===== config.mk =====
export PLATFORM = sky130hd
export DESIGN_NAME = dual_raster_timer
export DESIGN_NICKNAME = d
export VERILOG_FILES = /design/src/rtl/drt_pkg.sv /design/src/rtl/drt_axis.sv /design/src/rtl/drt_cfg.sv /design/src/rtl/drt_chan.sv /design/src/rtl/dual_raster_timer.sv
export SDC_FILE = /design/constraint.sdc
export NUM_CORES = 1
export LEC_CHECK = 0
export ABC_CLOCK_PERIOD_IN_PS = 8800
export BUFFER_PORTS_ARGS = -buffer_cell sky130_fd_sc_hd__buf_2
export CAP_MARGIN = 5
export CORE_AREA = 2 2 258 260
export CTS_BUF_LIST = sky130_fd_sc_hd__clkbuf_2 sky130_fd_sc_hd__clkbuf_4 sky130_fd_sc_hd__clkbuf_8
export DETAILED_ROUTE_END_ITERATION = 12
export DIE_AREA = 0 0 260 262
export MAX_ROUTING_LAYER = met4
export PLACE_DENSITY = 0.73
export SETUP_SLACK_MARGIN = 0.3
export SYNTH_ARGS = -nofsm -noshare
export SYNTH_HDL_FRONTEND = slang
export SYNTH_SLANG_ARGS = --single-unit

===== constraint.sdc =====
create_clock -name clk -period 8.8 [get_ports clk]
set_input_delay 1.76 -clock clk [delete_from_list [all_inputs] [get_ports clk]]
set_output_delay 1.76 -clock clk [all_outputs]
set_load 0.02 [all_outputs]

===== src/rtl/drt_pkg.sv =====
`timescale 1ns/1ps
package drt_pkg;
   typedef enum logic [1:0] {
      PH_SYNC  = 2'd0,
      PH_BACK  = 2'd1,
      PH_ACT   = 2'd2,
      PH_FRONT = 2'd3
   } drt_phase_e;

   localparam int CH_SPAN    = 8;
   localparam int OFS_SIZE   = 0;
   localparam int OFS_HTIM   = 1;
   localparam int OFS_VTIM   = 2;
   localparam int OFS_CTRL   = 3;
   localparam int OFS_COMMIT = 4;
endpackage


===== src/rtl/drt_axis.sv =====
`timescale 1ns/1ps
module drt_axis
   import drt_pkg::*;
#(
   parameter int FW = 12
) (
   input  logic          clk,
   input  logic          rst_n,
   input  logic          clr,
   input  logic          adv,
   input  logic [FW-1:0] f_sync,
   input  logic [FW-1:0] f_back,
   input  logic [FW-1:0] f_act,
   input  logic [FW-1:0] f_front,
   output drt_phase_e    phase,
   output logic          last,
   output logic          at_zero,
   output logic [FW-1:0] pos
);
   localparam int CW = FW + 2;

   logic [CW-1:0] cnt, e_sync, e_back, e_act, e_tot;

   always_comb begin
      e_sync = CW'(f_sync) + CW'(1);
      e_back = e_sync + CW'(f_back) + CW'(1);
      e_act  = e_back + CW'(f_act) + CW'(1);
      e_tot  = e_act + CW'(f_front) + CW'(1);
   end

   assign last    = (cnt == e_tot - CW'(1));
   assign at_zero = (cnt == '0);

   always_comb begin
      if (cnt < e_sync)      phase = PH_SYNC;
      else if (cnt < e_back) phase = PH_BACK;
      else if (cnt < e_act)  phase = PH_ACT;
      else                   phase = PH_FRONT;
   end

   logic [CW-1:0] rel;
   assign rel = cnt - e_back;
   assign pos = (phase == PH_ACT) ? rel[FW-1:0] : '0;

   logic [1:0] unused_rel_top;
   assign unused_rel_top = rel[CW-1:FW];

   always_ff @(posedge clk or negedge rst_n) begin
      if (!rst_n)     cnt <= '0;
      else if (clr)   cnt <= '0;
      else if (adv)   cnt <= last ? '0 : cnt + CW'(1);
   end
endmodule


===== src/rtl/drt_cfg.sv =====
`timescale 1ns/1ps
module drt_cfg
   import drt_pkg::*;
#(
   parameter int FW = 12
) (
   input  logic            clk,
   input  logic            rst_n,
   input  logic            sel,
   input  logic [2:0]      wr_ofs,
   input  logic [3*FW-1:0] wr_data,
   input  logic            frame_wrap,
   output logic            en,
   output logic            hpol,
   output logic            vpol,
   output logic [2*FW-1:0] act_size,
   output logic [3*FW-1:0] act_htim,
   output logic [3*FW-1:0] act_vtim
);
   logic [2*FW-1:0] stg_size;
   logic [3*FW-1:0] stg_htim, stg_vtim;
   logic [1:0]      stg_pol;
   logic            pend;
   logic            apply;

   assign apply = pend && (frame_wrap || !en);

   always_ff @(posedge clk or negedge rst_n) begin
      if (!rst_n) begin
         stg_size <= '0;
         stg_htim <= '0;
         stg_vtim <= '0;
         stg_pol  <= '0;
         act_size <= '0;
         act_htim <= '0;
         act_vtim <= '0;
         hpol     <= 1'b0;
         vpol     <= 1'b0;
         en       <= 1'b0;
         pend     <= 1'b0;
      end else begin
         if (apply) begin
            act_size <= stg_size;
            act_htim <= stg_htim;
            act_vtim <= stg_vtim;
            hpol     <= stg_pol[0];
            vpol     <= stg_pol[1];
            pend     <= 1'b0;
         end
         if (sel) begin
            case (int'(wr_ofs))
               OFS_SIZE:   stg_size <= wr_data[2*FW-1:0];
               OFS_HTIM:   stg_htim <= wr_data;
               OFS_VTIM:   stg_vtim <= wr_data;
               OFS_CTRL: begin
                  en      <= wr_data[0];
                  stg_pol <= wr_data[2:1];
               end
               OFS_COMMIT: if (wr_data[0]) pend <= 1'b1;
               default: ;
            endcase
         end
      end
   end
endmodule


===== src/rtl/drt_chan.sv =====
`timescale 1ns/1ps
module drt_chan
   import drt_pkg::*;
#(
   parameter int FW = 12
) (
   input  logic            clk,
   input  logic            rst_n,
   input  logic            sel,
   input  logic [2:0]      wr_ofs,
   input  logic [3*FW-1:0] wr_data,
   output logic            hsync,
   output logic            vsync,
   output logic            de,
   output logic [FW-1:0]   pix_x,
   output logic [FW-1:0]   pix_y,
   output logic            frame_set,
   output logic            en,
   output logic            hpol
);
   logic            vpol;
   logic [2*FW-1:0] act_size;
   logic [3*FW-1:0] act_htim, act_vtim;
   logic            frame_wrap;
   drt_phase_e      hph, vph;
   logic            h_last, v_last, h_zero, v_zero;
   logic [FW-1:0]   hpos, vpos;

   drt_cfg #(.FW(FW)) u_cfg (
      .clk(clk), .rst_n(rst_n), .sel(sel), .wr_ofs(wr_ofs), .wr_data(wr_data),
      .frame_wrap(frame_wrap), .en(en), .hpol(hpol), .vpol(vpol),
      .act_size(act_size), .act_htim(act_htim), .act_vtim(act_vtim)
   );

   drt_axis #(.FW(FW)) u_h (
      .clk(clk), .rst_n(rst_n), .clr(!en), .adv(en),
      .f_sync(act_htim[FW-1:0]), .f_back(act_htim[2*FW-1:FW]),
      .f_act(act_size[FW-1:0]), .f_front(act_htim[3*FW-1:2*FW]),
      .phase(hph), .last(h_last), .at_zero(h_zero), .pos(hpos)
   );

   drt_axis #(.FW(FW)) u_v (
      .clk(clk), .rst_n(rst_n), .clr(!en), .adv(en && h_last),
      .f_sync(act_vtim[FW-1:0]), .f_back(act_vtim[2*FW-1:FW]),
      .f_act(act_size[2*FW-1:FW]), .f_front(act_vtim[3*FW-1:2*FW]),
      .phase(vph), .last(v_last), .at_zero(v_zero), .pos(vpos)
   );

   assign frame_wrap = en && h_last && v_last;
   assign frame_set  = en && h_zero && v_zero;

   assign hsync = (en && (hph == PH_SYNC)) ^ hpol;
   assign vsync = (en && (vph == PH_SYNC)) ^ vpol;
   assign de    = en && (hph == PH_ACT) && (vph == PH_ACT);
   assign pix_x = de ? hpos : '0;
   assign pix_y = de ? vpos : '0;
endmodule


===== src/rtl/dual_raster_timer.sv =====
`timescale 1ns/1ps
module dual_raster_timer
   import drt_pkg::*;
#(
   parameter int NCH = 2,
   parameter int FW  = 12,
   parameter int AW  = 5
) (
   input  logic              clk,
   input  logic              rst_n,
   input  logic              wr_en,
   input  logic [AW-1:0]     wr_addr,
   input  logic [3*FW-1:0]   wr_data,
   output logic [NCH-1:0]    int_status,
   output logic              irq,
   output logic [NCH-1:0]    hsync,
   output logic [NCH-1:0]    vsync,
   output logic [NCH-1:0]    de,
   output logic [NCH*FW-1:0] pix_x,
   output logic [NCH*FW-1:0] pix_y
);
   localparam int ST_ADDR   = NCH * CH_SPAN;
   localparam int MASK_ADDR = ST_ADDR + 1;

   if (NCH < 1) begin : g_bad_nch
      $error("dual_raster_timer: NCH must be at least 1");
   end
   if (FW < 3) begin : g_bad_fw
      $error("dual_raster_timer: FW must be at least 3");
   end
   if (AW < 3 || (1 << AW) < MASK_ADDR + 1) begin : g_bad_aw
      $error("dual_raster_timer: AW too small for the register map");
   end
   if (3 * FW < NCH) begin : g_bad_dw
      $error("dual_raster_timer: data word narrower than channel count");
   end

   logic [NCH-1:0] irq_mask, frame_set, chan_en, hpol_act, clr_vec;

   for (genvar c = 0; c < NCH; c++) begin : g_ch
      logic sel;
      assign sel = wr_en && (int'(wr_addr) < ST_ADDR) &&
                   ((int'(wr_addr) / CH_SPAN) == c);

      drt_chan #(.FW(FW)) u_chan (
         .clk(clk), .rst_n(rst_n), .sel(sel), .wr_ofs(wr_addr[2:0]),
         .wr_data(wr_data),
         .hsync(hsync[c]), .vsync(vsync[c]), .de(de[c]),
         .pix_x(pix_x[c*FW +: FW]), .pix_y(pix_y[c*FW +: FW]),
         .frame_set(frame_set[c]), .en(chan_en[c]), .hpol(hpol_act[c])
      );
   end

   assign clr_vec = (wr_en && int'(wr_addr) == ST_ADDR) ? wr_data[NCH-1:0] : '0;

   always_ff @(posedge clk or negedge rst_n) begin
      if (!rst_n) begin
         int_status <= '0;
         irq_mask   <= '0;
      end else begin
         int_status <= (int_status & ~clr_vec) | frame_set;
         if (wr_en && int'(wr_addr) == MASK_ADDR) irq_mask <= wr_data[NCH-1:0];
      end
   end

   assign irq = |(int_status & irq_mask);
endmodule


==> metrics.md, run 1 <==
| Metric | Value |
|---|---|
| Fin crit share | `95.3%` |
| Int Pwr | `5.89 mW` |
| I/O Pins | `101` |
| Layout fillers | `5602` |
| R2r endpoint | `g_ch[1].u_chan.u_cfg.act_vtim[34]$_DFFE_PN0P_` |
| Clock tree from TritonCTS | `done` |
| Placed Area | `35500 sq um` |
| Setup tns final | `0 ns` |
| Initial Utilization | `52.4%` |
| Layout Skew | `0.0311 ns` |
| Worst Path Class, Setup | `reg2out` |
| CP Max Fanout | `7` |
| Post-route DRC violation count | `0` |
| Deepest clock path buffer count | `3` |
| Max_cap viols | `0` |
| Status | `finished, final reports clean` |
| Row Count | `94` |
| Max Slew Vio Count | `0` |
| Die area | `68100 sq um` |
| Number of hold buffers added after CTS | `0` |
| Worst r2r src | `g_ch[1].u_chan.u_cfg.act_htim[0]$_DFFE_PN0P_` |
| Die Wd | `260 microns` |
| Sw frac | `41.7%` |
| WL/cell | `21.6 microns` |
| Sequential Power Share | `25.9%` |
| Hpwl dp | `72.2 mm` |
| Hold Vio Cnt, Final | `0` |
| Initial antenna violation count | `9` |
| Syn avg cell area | `9.33 sq um` |
| CP Capture Type | `primary output` |
| Via density | `6.26` |
| Core ar. | `65300 sq um` |
| Largest net degree at the start of global routing | `117` |
| Number of CTS-inserted buffers | `83` |
| WP data arrival | `6.62 ns` |
| Clk root buf | `clkbuf_8` |
| Worst endpoint required time | `7.04 ns` |
| DRT iter0 DRCs | `2986` |
| Clk Latency, worst-skew pair | `0.71 ns` |
| CTS clock-pin slew for the worst setup and hold paths | `0.07 ns` |
| Finished Cell Area | `38400 sq um` |
| Post-synth EDFFs | `0` |
| Peak supply drop | `0.198 mV` |
| Gr ovfl total | `0` |
| Post-synth cell types | `90` |
| DR vias | `29435` |
| Commonest non-fill, non-tap cell in the layout | `dfrtp_1` |
| RePlAce Congestion | `1.00` |
| Synth Register Bits | `456` |
| Hold Crit Class | `reg2reg` |
| Layout net count | `4155` |
| Synth Warn # | `0` |
| Final setup fails | `0` |
| H-tree levels | `3` |
| Sequential area share after synthesis | `33.3%` |
| Reg2reg setup slack | `1.14 ns` |
| Worst-Margin Slew | `1.25 ns` |
| Hold wc startpoint | `g_ch[1].u_chan.u_cfg.stg_size[0]$_DFFE_PN0P_` |
| Net switching power | `4.21 mW` |
| Share of layout cells above drive strength 1 | `20.3%` |
| Drt pass-1 iters | `5` |
| CTS sink count | `456` |
| Vias in the first global route | `27125` |
| PwrDens | `263 nW/um^2` |
| Clock share of power | `23.1%` |
| Mapped Nets | `4057` |
| First-pass GRT wire length | `156 mm` |
| Cell count of the worst reg-to-reg path | `24` |
| Hold Path End | `g_ch[1].u_chan.u_cfg.stg_size[0]$_DFFE_PN0P_` |
| Port Buffers | `100` |
| Worst setup SP type | `register` |
| ANT nets after route | `0` |
| Most frequent cells in the layout | `442 x dfrtp_1, 336 x inv_1, 315 x ha_1` |
| Overall die height | `262 microns` |
| Gr usage total | `30.2%` |
| Slew HR | `16.6%` |
| Fin crit period | `8.38 ns` |
| Max Clock Freq | `119 MHz` |
| Post-Syn Area | `34200 sq um` |
| Area Overhead vs Synth | `12.1%` |
| Synth Flop Type | `dfrtp_1` |
| Final wirelength | `101 mm` |
| Hold path depth | `1` |
| Combinational share of power | `51.0%` |
| RSZ-0062 raised after global routing | `false` |
| Cells after synthesis | `3669` |
| Leak pwr | `17.7 nW` |
| Asr flop ratio synth | `100%` |
==> Yosys cell counts (16+ instances only) <==
cell type	instances	area [sq um]
ha_1	328	4100
mux2_2	278	3130
and3_1	41	257
a31oi_1	115	719
nand3b_1	17	128
fa_1	16	320
a21boi_0	20	150
xnor2_1	140	1230
xor2_1	90	788
mux2_4	20	300
nand4_1	123	769
inv_1	337	1260
o21a_1	73	548
nand2b_1	32	200
clkbuf_1	120	450
buf_2	27	135
nand2_1	236	886
or3_1	27	169
nor3_1	74	370
nor2b_1	37	231
nand3_1	78	390
a21oi_1	136	681
o21ai_0	230	1150
dfrtp_1	456	11400
o22ai_1	28	175
nor4_1	37	231
a211oi_1	21	158
a21o_1	56	420
o311ai_0	94	823
nor2_1	138	518
==> stage by stage <==
| stage | instances | power (mW) | util [%] | hold slack (ns) | worst slack (ns) |
|---|---|---|---|---|---|
| 3_3_place_gp | 4503 | 7.47 | 54.3 | 0.480 | 0.607 |
| 4_1_cts | 4663 | 9.90 | 57.5 | 0.497 | 0.303 |
| 5_1_grt | 4701 | 10.8 | 58.8 | 0.510 | 0.0935 |
| 2_1_floorplan | 3669 | 6.29 | - | 0.472 | 1.26 |
| 3_5_place_dp | 4503 | 7.51 | 54.3 | 0.487 | 0.512 |
| 6_report | 4702 | 10.1 | 58.8 | 0.499 | 0.417 |
==> worst max path at each step <==
stage | startpoint | endpoint | slack [ns] | depth (start not counted)
floorplan | g_ch[1].u_chan.u_cfg.act_htim[0]$_DFFE_PN0P_ | pix_x[15] | 1.26 | 24
CTS | g_ch[1].u_chan.u_cfg.act_htim[0]$_DFFE_PN0P_ | pix_x[20] | 0.30 | 25
global route | g_ch[1].u_chan.u_cfg.act_htim[0]$_DFFE_PN0P_ | pix_x[23] | 0.09 | 27
detailed placement | g_ch[1].u_chan.u_cfg.act_htim[0]$_DFFE_PN0P_ | pix_y[22] | 0.51 | 24
global placement | g_ch[1].u_chan.u_cfg.act_htim[0]$_DFFE_PN0P_ | pix_y[22] | 0.61 | 25
finish | g_ch[1].u_chan.u_cfg.act_htim[0]$_DFFE_PN0P_ | pix_x[23] | 0.42 | 25
==> registers in the layout, indices dropped and copies added, names as in the netlist, 4 cells and up <==
register	flops
g_ch.u_chan.u_cfg.act_size	48
g_ch.u_chan.u_v.cnt	28
g_ch.u_chan.u_cfg.stg_pol	4
g_ch.u_chan.u_cfg.stg_htim	72
g_ch.u_chan.u_cfg.act_vtim	72
g_ch.u_chan.u_cfg.stg_vtim	72
g_ch.u_chan.u_cfg.stg_size	48
g_ch.u_chan.u_h.cnt	28
g_ch.u_chan.u_cfg.act_htim	72
==> per-layer routing <==
metal	wire [microns]	up-vias	global-route usage, %
li1	-	13657	-
met1	46000	14406	42.7
met2	44600	1162	44.3
met3	7180	210	3.94
met4	3650	0	10.6
met5	0	-	-
==> cells by family after synthesis <==
logic type / share of synthesized area [%]
XOR/XNOR: 6.02
AO/OA/AOI/OAI: 17.6
AND/OR/NAND/NOR: 14.0
flip-flops: 33.3
adder cells (fa/ha/maj): 12.9
buffers and inverters: 5.90
multiplexers: 10.2
==> power groups by stage <==
stage                     sequential [mW]  clock [mW]  combinational (mW)
after floorplan                      2.53           0                3.76
after global placement               2.63           0                4.84
after detailed placement             2.64           0                4.87
after CTS                            2.61        2.37                4.92
after global routing                 2.65        2.45                5.69
final                                2.62        2.33                5.15
==> cell type report <==
type	count	area [sq um]	share of cell area, %
Antenna cell	5	12.5	0.0326
Tap cell	864	1080	2.82
Inverter	338	1270	3.31
Sequential cell	456	11400	29.8
Multi-Input combinational cell	2711	21500	56.0
Clock inverter	28	353	0.920
Timing Repair Buffer	177	1190	3.09
Clock buffer	123	1560	4.07
==> timing repair <==
action | 4_1_cts | 5_1_grt
setup buffers | 7 | 34
setup endpoints to repair | 26 | 50
pin swaps | 6 | 35
gates cloned | 2 | 0
resized for setup | 20 | 118
==> critical path: stages (launching register included) <==
cell      delay [ns]
dfrtp_2         0.48
ha_4            0.21
xor2_1          0.18
ha_1            0.39
o21a_1          0.19
o31a_1          0.13
o21ai_0         0.16
nand2b_1        0.08
xor2_1          0.16
ha_2            0.21
or4_4           0.53
o21ai_4         0.22
o21ai_0         0.15
a21o_1          0.21
a21o_1          0.20
xor2_2          0.20
inv_1           0.06
ha_1            0.29
a21oi_1         0.20
o22ai_1         0.10
nor4_1          0.30
nor4b_4         0.36
o221ai_4        0.25
buf_12          0.22
nor3b_2         0.20
buf_2           0.21
No activity file was read; power rests on OpenSTA's default activity.
==> run 2, diff against run 1 <==
--- a/config.mk
+++ b/config.mk
@@ -8,10 +8,8 @@
 export ABC_CLOCK_PERIOD_IN_PS = 8800
 export BUFFER_PORTS_ARGS = -buffer_cell sky130_fd_sc_hd__buf_2
-export CAP_MARGIN = 5
 export CORE_AREA = 2 2 258 260
 export CTS_BUF_LIST = sky130_fd_sc_hd__clkbuf_2 sky130_fd_sc_hd__clkbuf_4 sky130_fd_sc_hd__clkbuf_8
 export DETAILED_ROUTE_END_ITERATION = 12
 export DIE_AREA = 0 0 260 262
-export MAX_ROUTING_LAYER = met4
 export PLACE_DENSITY = 0.73
 export SETUP_SLACK_MARGIN = 0.3
==> constraint.sdc (replaced) <==
create_clock -name clk -period 8.8 [get_ports clk]
set_input_delay 1.76 -clock clk [delete_from_list [all_inputs] [get_ports clk]]
set_output_delay 1.76 -clock clk [all_outputs]
set_load 0.1 [all_outputs]
==> run 2 against run 1 <==
Effect of this change:
- clock skew fell by 0.0091 ns
- worst hold slack barely moved
- count of clock-buffer cells in the layout fell by 2
==> metrics.md, run 2 (same netlist as run 1, synthesis figures left out) <==
| Metric | Value |
|---|---|
| Die area | `68100 sq um` |
| Clk root buf | `clkbuf_8` |
| Overall die height | `262 microns` |
| Layout net count | `4127` |
| Worst Path Class, Setup | `reg2out` |
| Hold Crit Class | `reg2reg` |
| Final Power | `9.97 mW` |
| Number of CTS-inserted buffers | `79` |
| Commonest non-fill, non-tap cell in the layout | `dfrtp_1` |
| Core ar. | `65300 sq um` |
| Layout Skew | `0.0219 ns` |
| Max Slew Vio Count | `0` |
| Port Buffers | `100` |
| Max_cap viols | `0` |
| Via density | `6.19` |
| CTS clock-pin slew for the worst setup and hold paths | `0.06 ns` |
| Gr ovfl total | `0` |
| Initial antenna violation count | `13` |
| Final wirelength | `99.0 mm` |
| H-tree levels | `3` |
| Area Overhead vs Synth | `13.2%` |
| Fin crit period | `8.31 ns` |
| Reg2reg setup slack | `1.29 ns` |
| Final setup fails | `0` |
| Post-route DRC violation count | `0` |
| ANT nets after route | `0` |
| Max Clock Freq | `120 MHz` |
| Share of layout cells above drive strength 1 | `20.0%` |
| Status | `finished, final reports clean` |
| Hpwl dp | `70.0 mm` |
| Crit path largest cell delay | `0.43 ns` |
| DRT iter0 DRCs | `2636` |
| RePlAce Congestion | `0.934` |
| CP max stage cell | `dfrtp_2` |
| Worst setup SP type | `register` |
| PwrDens | `257 nW/um^2` |
| Worst endpoint required time | `7.04 ns` |
| RSZ-0062 raised after global routing | `false` |
| Clock tree from TritonCTS | `done` |
| Fin crit share | `94.5%` |
| Crit-path leading delay family | `simple AND/OR/NAND/NOR gates` |
| Initial Utilization | `52.4%` |
| Die Wd | `260 microns` |
| Gr usage total | `28.6%` |
| CP Max Fanout | `7` |
| Vias in the first global route | `27326` |
| Hold Vio Cnt, Final | `0` |
| DR vias | `28904` |
| Peak supply drop | `0.209 mV` |
| CTS sink count | `456` |
| WL/cell | `21.2 microns` |
| Leak pwr | `17.6 nW` |
| Worst path bufs/invs | `3` |
| Most frequent cells in the layout | `439 x dfrtp_1, 336 x inv_1, 319 x ha_1` |
| Final Core Density | `59.4%` |
| Worst-Margin Slew | `1.24 ns` |
| First-pass GRT wire length | `153 mm` |
| Slew HR | `17.5%` |
| Deepest clock path buffer count | `3` |
| Row Count | `94` |
| Clk Latency, worst-skew pair | `0.69 ns` |
| Largest net degree at the start of global routing | `136` |
| I/O Pins | `101` |
| WP data arrival | `6.55 ns` |
| CP Capture Type | `primary output` |
| Drt pass-1 iters | `6` |
## run 2: cell types whose count changed in the layout (fill, tap and decap cells not counted), moves of 4 or more
cell / before / now
ha_1: 315 / 319
buf_6: 4 / 9
buf_4: 70 / 60
buf_2: 96 / 50
buf_12: 6 / 31
clkbuf_16: 0 / 4
nor3_2: 8 / 20
a21oi_2: 10 / 6
a21oi_1: 126 / 130
ha_4: 9 / 4
nor4_1: 28 / 23
nor3_1: 66 / 53
nor4_4: 2 / 10
## run 2: what timing repair did
| action | in CTS | in global routing |
|---|---|---|
| hold buffers | 0 | 0 |
| cloned | 0 | 4 |
| setup buffers | 0 | 21 |
| gates resized for setup | 51 | 115 |
| setup endpoints to repair | 40 | 50 |
| pin swaps | 0 | 22 |
## run 2: power breakdown
part	leakage (nW)	switching, mW	internal [mW]
clock	0.978	0.957	1.31
combinational	11.1	2.94	2.15
sequential	5.57	0.264	2.36
total	17.6	4.16	5.81
## run 2: final timing paths
path                                                              start                                       endpoint  cells after the start
setup reg to reg           g_ch[1].u_chan.u_cfg.act_vtim[0]$_DFFE_PN0P_  g_ch[1].u_chan.u_cfg.act_htim[14]$_DFFE_PN0P_                     24
setup / recovery           g_ch[1].u_chan.u_cfg.act_vtim[0]$_DFFE_PN0P_                                      pix_y[22]                     27
hold reg to reg            g_ch[1].u_chan.u_cfg.stg_vtim[6]$_DFFE_PN0P_   g_ch[1].u_chan.u_cfg.act_vtim[6]$_DFFE_PN0P_                      1
hold / removal             g_ch[1].u_chan.u_cfg.stg_vtim[6]$_DFFE_PN0P_   g_ch[1].u_chan.u_cfg.act_vtim[6]$_DFFE_PN0P_                      1
min in group asynchronous                                         rst_n            g_ch[0].u_chan.u_h.cnt[7]$_DFF_PN0_                      1
max in group asynchronous                                         rst_n            g_ch[0].u_chan.u_cfg.en$_DFFE_PN0P_                      2
## run 2: per-stage QoR
stage          setup WS, ns  cells  setup TNS (ns)  instance area, sq um  hold WS, ns
2_1_floorplan        -0.827   3669           -8.64                 34400        0.472
3_3_place_gp          0.627   4497               0                 35900        0.481
3_5_place_dp          0.467   4497               0                 35900        0.487
4_1_cts               0.251   4642               0                 38000        0.500
5_1_grt               0.221   4669               0                 38700        0.517
6_report              0.486   4670               0                 38700        0.499
## run 2: layout make-up
class                   count  area [sq um]
flip-flops and latches    456         11400
repair buffers            155          1540
inverters                 338          1270
well taps                 864          1080
clock buffers             121          1540
fillers                  5492         26500
diodes                      3          7.51
clock inverters            24           319
multi-input cells        2709         21600
## run 2: routing by layer
layer,part of all wire [%],track usage [%],vias up
met5,0.050,0,-
met2,45,45.1,1021
met4,3.7,11.3,8
li1,-,-,13600
met1,44,39.0,14078
met3,7.1,5.05,197
